--- src/rtl/bcfg_pkg.sv ---
package bcfg_pkg;

    localparam int unsigned DEF_DIV_W = 8;
    localparam int unsigned DEF_PER_W = 12;
    localparam int unsigned DEF_WID_W = 8;

    // number of whole bit periods before the settle flag rises
    localparam logic [1:0] SETTLE_PERIODS = 2'd2;

    typedef struct packed {
        logic bclk;   // bit clock level
        logic tick;   // first cycle of a bit period
        logic last;   // final cycle of a bit period
    } bclk_stat_t;

    typedef enum logic {
        FS_IDLE = 1'b0,
        FS_RUN  = 1'b1
    } fs_state_t;

    function automatic int unsigned max_w(int unsigned a, int unsigned b);
        return (a > b) ? a : b;
    endfunction

endpackage

--- src/rtl/bclk_div.sv ---
module bclk_div
    import bcfg_pkg::*;
#(
    parameter int unsigned DIV_W = DEF_DIV_W
) (
    input  logic             clk,
    input  logic             rst,
    input  logic             en,
    input  logic [DIV_W-1:0] div_val,
    output bclk_stat_t       stat,
    output logic             tick_nxt
);
    localparam int unsigned HW = DIV_W + 1;

    logic             run;
    logic [DIV_W-1:0] div_q;
    logic [DIV_W-1:0] phase;
    logic [HW-1:0]    hi_len;

    assign hi_len = ({1'b0, div_q} + HW'(2)) >> 1;

    always_ff @(posedge clk) begin
        if (rst) begin
            run   <= 1'b0;
            div_q <= '0;
            phase <= '0;
        end else begin
            run <= en;
            if (!run)
                div_q <= div_val;
            if (en && run)
                phase <= (phase == div_q) ? '0 : phase + 1'b1;
            else
                phase <= '0;
        end
    end

    assign stat.tick = run && (phase == '0);
    assign stat.last = run && (phase == div_q);
    assign stat.bclk = run && ({1'b0, phase} < hi_len);
    assign tick_nxt  = en && (!run || (phase == div_q));

endmodule

--- src/rtl/bclk_settle.sv ---
module bclk_settle
    import bcfg_pkg::*;
(
    input  logic clk,
    input  logic rst,
    input  logic en,
    input  logic period_end,
    output logic ready
);
    logic [1:0] done_cnt;

    always_ff @(posedge clk) begin
        if (rst || !en)
            done_cnt <= '0;
        else if (period_end && (done_cnt != SETTLE_PERIODS))
            done_cnt <= done_cnt + 2'd1;
    end

    assign ready = (done_cnt == SETTLE_PERIODS);

endmodule

--- src/rtl/frame_seq.sv ---
module frame_seq
    import bcfg_pkg::*;
#(
    parameter int unsigned PER_W = DEF_PER_W,
    parameter int unsigned WID_W = DEF_WID_W
) (
    input  logic             clk,
    input  logic             rst,
    input  logic             en,
    input  logic             div_en,
    input  logic             tick_nxt,
    input  logic [PER_W-1:0] frame_per,
    input  logic [WID_W-1:0] frame_wid,
    output logic             fsync
);
    localparam int unsigned CW = max_w(PER_W, WID_W);

    fs_state_t        st;
    logic [PER_W-1:0] per_q;
    logic [WID_W-1:0] wid_q;
    logic [PER_W-1:0] slot;

    always_ff @(posedge clk) begin
        if (rst) begin
            st    <= FS_IDLE;
            per_q <= '0;
            wid_q <= '0;
            slot  <= '0;
        end else begin
            if (st == FS_IDLE) begin
                per_q <= frame_per;
                wid_q <= frame_wid;
            end
            if (!en || !div_en) begin
                st   <= FS_IDLE;
                slot <= '0;
            end else if (tick_nxt) begin
                if (st == FS_IDLE) begin
                    st   <= FS_RUN;
                    slot <= '0;
                end else begin
                    slot <= (slot == per_q) ? '0 : slot + 1'b1;
                end
            end
        end
    end

    assign fsync = (st == FS_RUN) && (CW'(slot) <= CW'(wid_q));

endmodule

--- src/rtl/bitclk_frame_gen.sv ---
module bitclk_frame_gen
    import bcfg_pkg::*;
#(
    parameter int unsigned DIV_W = DEF_DIV_W,
    parameter int unsigned PER_W = DEF_PER_W,
    parameter int unsigned WID_W = DEF_WID_W
) (
    input  logic             clk,
    input  logic             rst,
    input  logic             div_en,
    input  logic             fs_en,
    input  logic [DIV_W-1:0] div_val,
    input  logic [PER_W-1:0] frame_per,
    input  logic [WID_W-1:0] frame_wid,
    output logic             bclk_en,
    output logic             bclk,
    output logic             bclk_ready,
    output logic             fsync
);
    bclk_stat_t stat;
    logic       tick_nxt;

    bclk_div #(.DIV_W(DIV_W)) i_div (
        .clk      (clk),
        .rst      (rst),
        .en       (div_en),
        .div_val  (div_val),
        .stat     (stat),
        .tick_nxt (tick_nxt)
    );

    bclk_settle i_settle (
        .clk        (clk),
        .rst        (rst),
        .en         (div_en),
        .period_end (stat.last),
        .ready      (bclk_ready)
    );

    frame_seq #(.PER_W(PER_W), .WID_W(WID_W)) i_fs (
        .clk       (clk),
        .rst       (rst),
        .en        (fs_en),
        .div_en    (div_en),
        .tick_nxt  (tick_nxt),
        .frame_per (frame_per),
        .frame_wid (frame_wid),
        .fsync     (fsync)
    );

    assign bclk_en = stat.tick;
    assign bclk    = stat.bclk;

endmodule

--- config.mk ---
export PLATFORM = sky130hd
export DESIGN_NAME = bitclk_frame_gen
export DESIGN_NICKNAME = d
export VERILOG_FILES = /design/src/rtl/bcfg_pkg.sv /design/src/rtl/bclk_div.sv /design/src/rtl/bclk_settle.sv /design/src/rtl/frame_seq.sv /design/src/rtl/bitclk_frame_gen.sv
export SDC_FILE = /design/constraint.sdc
export NUM_CORES = 1
export LEC_CHECK = 0
export CELL_PAD_IN_SITES_DETAIL_PLACEMENT = 1
export CELL_PAD_IN_SITES_GLOBAL_PLACEMENT = 1
export CORE_MARGIN = 2
export CORE_UTILIZATION = 30
export CTS_BUF_LIST = sky130_fd_sc_hd__clkbuf_8
export DETAILED_ROUTE_END_ITERATION = 10
export GPL_TIMING_DRIVEN = 0
export PLACE_DENSITY_LB_ADDON = 0.08
export SYNTH_ARGS = -nofsm -noshare
export SYNTH_HDL_FRONTEND = slang
export SYNTH_HIERARCHICAL = 1
export SYNTH_SLANG_ARGS = --single-unit
--- constraint.sdc ---
create_clock -name clk -period 7.71 [get_ports clk]
set_clock_uncertainty 0.15 [all_clocks]
set_input_delay 1.9275 -clock clk [delete_from_list [all_inputs] [get_ports clk]]
set_output_delay 1.9275 -clock clk [all_outputs]
set_load 0.01 [all_outputs]
After elaboration in Yosys (flattened, before gate mapping)
Index checks and enable logic that the tools add are counted.
- bits in registers: 52
- input bits: 32
- output and inout port bits: 4
- logic and storage cells: 37
- $add $sub $neg: 4
- order comparisons: 2
- equality and inequality tests: 4
- multiplexer cells: 2
- bitwise operators: 1
- reductions and logical operators: 16
- operator list (cell ; count):
    two-way mux 12 bit ; 2
    adder 12 x 1 -> 12 bit (second input constant) ; 1
    == test 12 bit ; 1
    less-or-equal comparator 12 x 8 -> 1 bit ; 1
    adder 8 x 2 -> 9 bit (second input constant) ; 1
    adder 8 x 1 -> 8 bit (second input constant) ; 1
    == test 8 bit ; 1
    logical NOT 8 bit ; 1
    < comparator 8 bit ; 1
    logical AND 1 bit ; 7
    logical NOT 1 bit ; 3
    logical OR 1 bit ; 3
    OR reduction 3 bit ; 1
    adder 2 x 1 -> 2 bit (second input constant) ; 1
    == test 2 bit (second input constant) ; 1
    inequality test 2 bit (second input constant) ; 1
    OR reduction 2 bit ; 1
    NOT 1 bit ; 1

Logic depth before layout (Yosys ltp)
- word-level depth: 3
- gate-level depth with buffers: 12
- depth with buffers taken out: 9

By module
Netlist, hierarchy kept.
- modules (own cells, without submodules) (module ; times used ; cells each ; area each (sq um) ; sequential area each (sq um)):
    frame_seq ; 1 ; 193 ; 1746.7 ; 660.6
    bclk_div ; 1 ; 110 ; 1037.2 ; 340.3
    bclk_settle ; 1 ; 10 ; 107.6 ; 40.0

Worst setup path after synthesis
OpenSTA, ideal clock, no wires.
- path kind: flip-flop to output port
- from: register i_div.div_q[1]
- to: output bclk
- arrival: 1973 ps
- data required time: 5633 ps
- path slack: 3660 ps
- stages on the path, launching flop included: 10
- buffers on the path: 0
- path through: dfxtp_1 > ha_1 > and3_1 > nand3_1 > xor2_1 > ha_1 > o2111a_1 > o31ai_1 > a21oi_1 > a2111oi_2
- longest elaborated chain between the ends: 3
- ends and longest elaborated chain (what ; RTL line ; text):
    start: declaration ; bclk_div.sv:16 ; logic [DIV_W-1:0] div_q;
    start signal: assignment ; bclk_div.sv:30 ; div_q <= div_val;
    adder 8 x 2 -> 9 bit ; bclk_div.sv:20 ; assign hi_len = ({1'b0, div_q} + HW'(2)) >> 1;
    < comparator 8 bit ; bclk_div.sv:40 ; assign stat.bclk = run && ({1'b0, phase} < hi_len);
    logical AND 1 bit ; bclk_div.sv:40 ;
    end: declaration ; bitclk_frame_gen.sv:16 ; output logic bclk,
No other way between the ends.

Final worst setup path
Ends and elaborated chain as after synthesis.

==> run metrics <==
status=complete, no violations; post-synthesis sequential area ratio=36.0%; GPL Wtd Cong=0.757; Post-CTS Setup Inserts=0; Sw Pwr=0.133 mW; post-route setup slack=2.67 ns; setup TNS=0 ns; DRT Pass-1 Iters=4; H-tree depth=2; Reg area=1040 sq um; Worst Setup SP=i_div/div_q[1]; Post-CTS Hold Fix Bufs=0; CP Launch Type=register; Die W=102 um; P_leak=1.28 nW; multi-input logic area=1690 sq um; CTS sink count=52; Hold Crit Class=register to register; vias in the first global route=2419; Reg clk slew, reported paths=0.10 ns; FFs w/ async S/R, synth=0%; RSZ-0062 raised after global routing=false; DRT Wirelength=6.85 mm; Pwr Density=158 nW/um^2; Avg WL per Cell=14.1 um; Synth Flop Type=dfxtp_1; pre-CTS setup slack=2.97 ns; GR Overflow Total=0; gr usage total=14.5%; #FFs+latches synth=52; Final Critical Period=5.04 ns; Die ar.=10400 sq um; CP top delay family=compound AO/OA/AOI/OAI gates; Setup-failing EPs final=0; top cells by area, synth=dfxtp_1 36%, mux2i_1 9.7%, ha_1 8.7%; leading area contributor after synthesis=dfxtp_1; Slew headroom=62.5%; ANT cells=0; Critical Setup Path Class=register to output port; Hold Crit Depth=2; WP depth=10; synth-to-layout area growth=21.9%; Post-synth EDFFs=0; TritonCTS Buffers=5; Root Driver=clkbuf_8; layout cells sized above 1=10.1%; Slew Limit Fails=0; sw frac=23.9%; Via density=4.69; final hold viol count=0; fmax=198 MHz; Min-Delay Startpoint=i_fs/wid_q[5]; Synth cell types=46; Slew @ Worst Pin=0.562 ns; fin crit share=65.4%; CP arrival=2.97 ns; Clk Latency, worst-skew pair=0.30 ns; Synth Warn #=6; Post-Syn Area per Cell=9.24 sq um; worst path bufs/invs=1; via count=2277; CP endpoint kind=output port; initial antenna violation count=0; Final nets=407; post-CTS sizing=0; crit path cell chain=ha_1 > and3_1 > nand3_1 > xor2_1 > ha_1 > o2111a_1 > o31ai_1 > a21oi_1 > a2111oi_2 > clkdlybuf4s50_1; largest net degree at the start of global routing=17; CP required=5.63 ns; area of the core=9280 sq um; Placed Area=3400 sq um; Crit-path slowest cell=clkdlybuf4s50_1; die extent in y=102 um; Post-Syn Area=2890 sq um; post-DP HPWL=5.46 mm; Port-buffer cells=35; first-pass GRT wire length=11.8 mm; cell mode on critical path=ha_1; number of I/O pins=36; crit-path max FO=6; cells on worst reg2reg path=10; fillcell total=1113; share of the synthesized area in the top cell type=36.0%; initial core utilization=31.1%; maximum vdd drop=0.0000755 V; reg2reg start=i_div/phase[2]; syn_nets=365; MaxCap Viol Count=0; Int Pwr=0.423 mW; post-synthesis instance total=313; clock buffer depth=2; row cnt=35; final instance area=3520 sq um; slowest stage delay, CP=0.59 ns; CTS tree=built; Sequential Power Share=51.7%; total power=0.556 mW; clock power share=35.7%; drt drc=0; DR iter-0 viols=28; ANT nets after route=0; Logic pwr share=12.6%
[layer usage]
| layer | vias up | share of wire [%] | track usage, % |
|---|---|---|---|
| met5 | - | 0 | 0 |
| li1 | 1152 | - | - |
| met1 | 1101 | 47 | 17.5 |
| met2 | 19 | 50 | 27.1 |
| met3 | 5 | 2.3 | 2.39 |
| met4 | 0 | 0.73 | 3.08 |
[power groups by stage]
stage               clock [mW]  sequential, mW  combinational, mW
global placement             0           0.294             0.0700
CTS                      0.210           0.288             0.0717
floorplan                    0           0.291             0.0428
finish                   0.199           0.288             0.0698
global route             0.218           0.289             0.0785
detailed placement           0           0.294             0.0712
[placed cells by master, fill, tap and decap left out, types with 9 or more instances in the layout]
master and instances:
nor2_1 55, nand3_1 16, xor2_1 10, ha_1 20, dfxtp_1 52, xnor2_1 26, clkdlybuf4s50_1 35, nand2_1 9
inv_1 17, mux2i_1 28
[synthesized netlist by cell type, types with 4 or more instances]
| cell type | count |
|---|---|
| nand4_1 | 8 |
| a21oi_1 | 4 |
| clkbuf_1 | 4 |
| nor2_1 | 55 |
| xor2_1 | 10 |
| nor3_1 | 5 |
| xnor2_1 | 26 |
| buf_6 | 4 |
| o21ai_0 | 5 |
| inv_1 | 17 |
| dfxtp_1 | 52 |
| mux2i_1 | 28 |
| ha_1 | 20 |
| nand2_1 | 9 |
| nand3_1 | 16 |
[sequential cells by signal, indices dropped and copies added (netlist names)]
| register | flops |
|---|---|
| i_fs/per_q | 12 |
| i_fs/slot | 12 |
| i_div/div_q | 8 |
| i_div/phase | 8 |
| i_fs/wid_q | 8 |
| i_settle/done_cnt | 2 |
| i_div/run | 1 |
| i_fs/st | 1 |
[worst paths after layout]
path	to	slack, ns
worst max-delay path	bclk	2.67
worst min-delay path	i_fs/wid_q[5]	0.36
worst max register to register	i_fs/slot[8]	5.21
worst min register to register	i_fs/wid_q[5]	0.36
[worst register-to-register path, cell delays in order (launching register included)]
cell,delay (ns)
dfxtp_1,0.50
xnor2_1,0.16
nand4_1,0.23
o21ai_0,0.21
and2_1,0.14
clkbuf_2,0.21
inv_1,0.11
or4_1,0.52
nand2_1,0.07
a22oi_1,0.06
nor2_1,0.08
[area by class of cell]
| type | instances | area share [%] |
|---|---|---|
| Buffer | 14 | 2.63 |
| Clock buffer | 6 | 2.34 |
| Inverter | 17 | 1.81 |
| Timing Repair Buffer | 35 | 9.94 |
| Clock inverter | 2 | 1.10 |
| Sequential cell | 52 | 29.5 |
| Tap cell | 129 | 4.58 |
| Multi-Input combinational cell | 230 | 48.1 |
[through the flow]
stage | hold WS [ns] | utilization, % | instances
after floorplan | 0.313 | - | 313
after detailed placement | 0.343 | 36.7 | 477
after global placement | 0.329 | 36.7 | 477
after global routing | 0.388 | 38.0 | 485
final | 0.358 | 38.0 | 485
after CTS | 0.368 | 38.0 | 485
[cell families after synthesis]
logic type | share of synthesized area (%)
and+or+nand+nor | 19.5
adders and majority gates | 8.65
DFF | 36.0
AOI/OAI and AO/OA | 8.65
xor gates and xnor gates | 10.9
buffers and inverters | 5.41
muxes | 10.9
(Power assumes the default switching activity.)
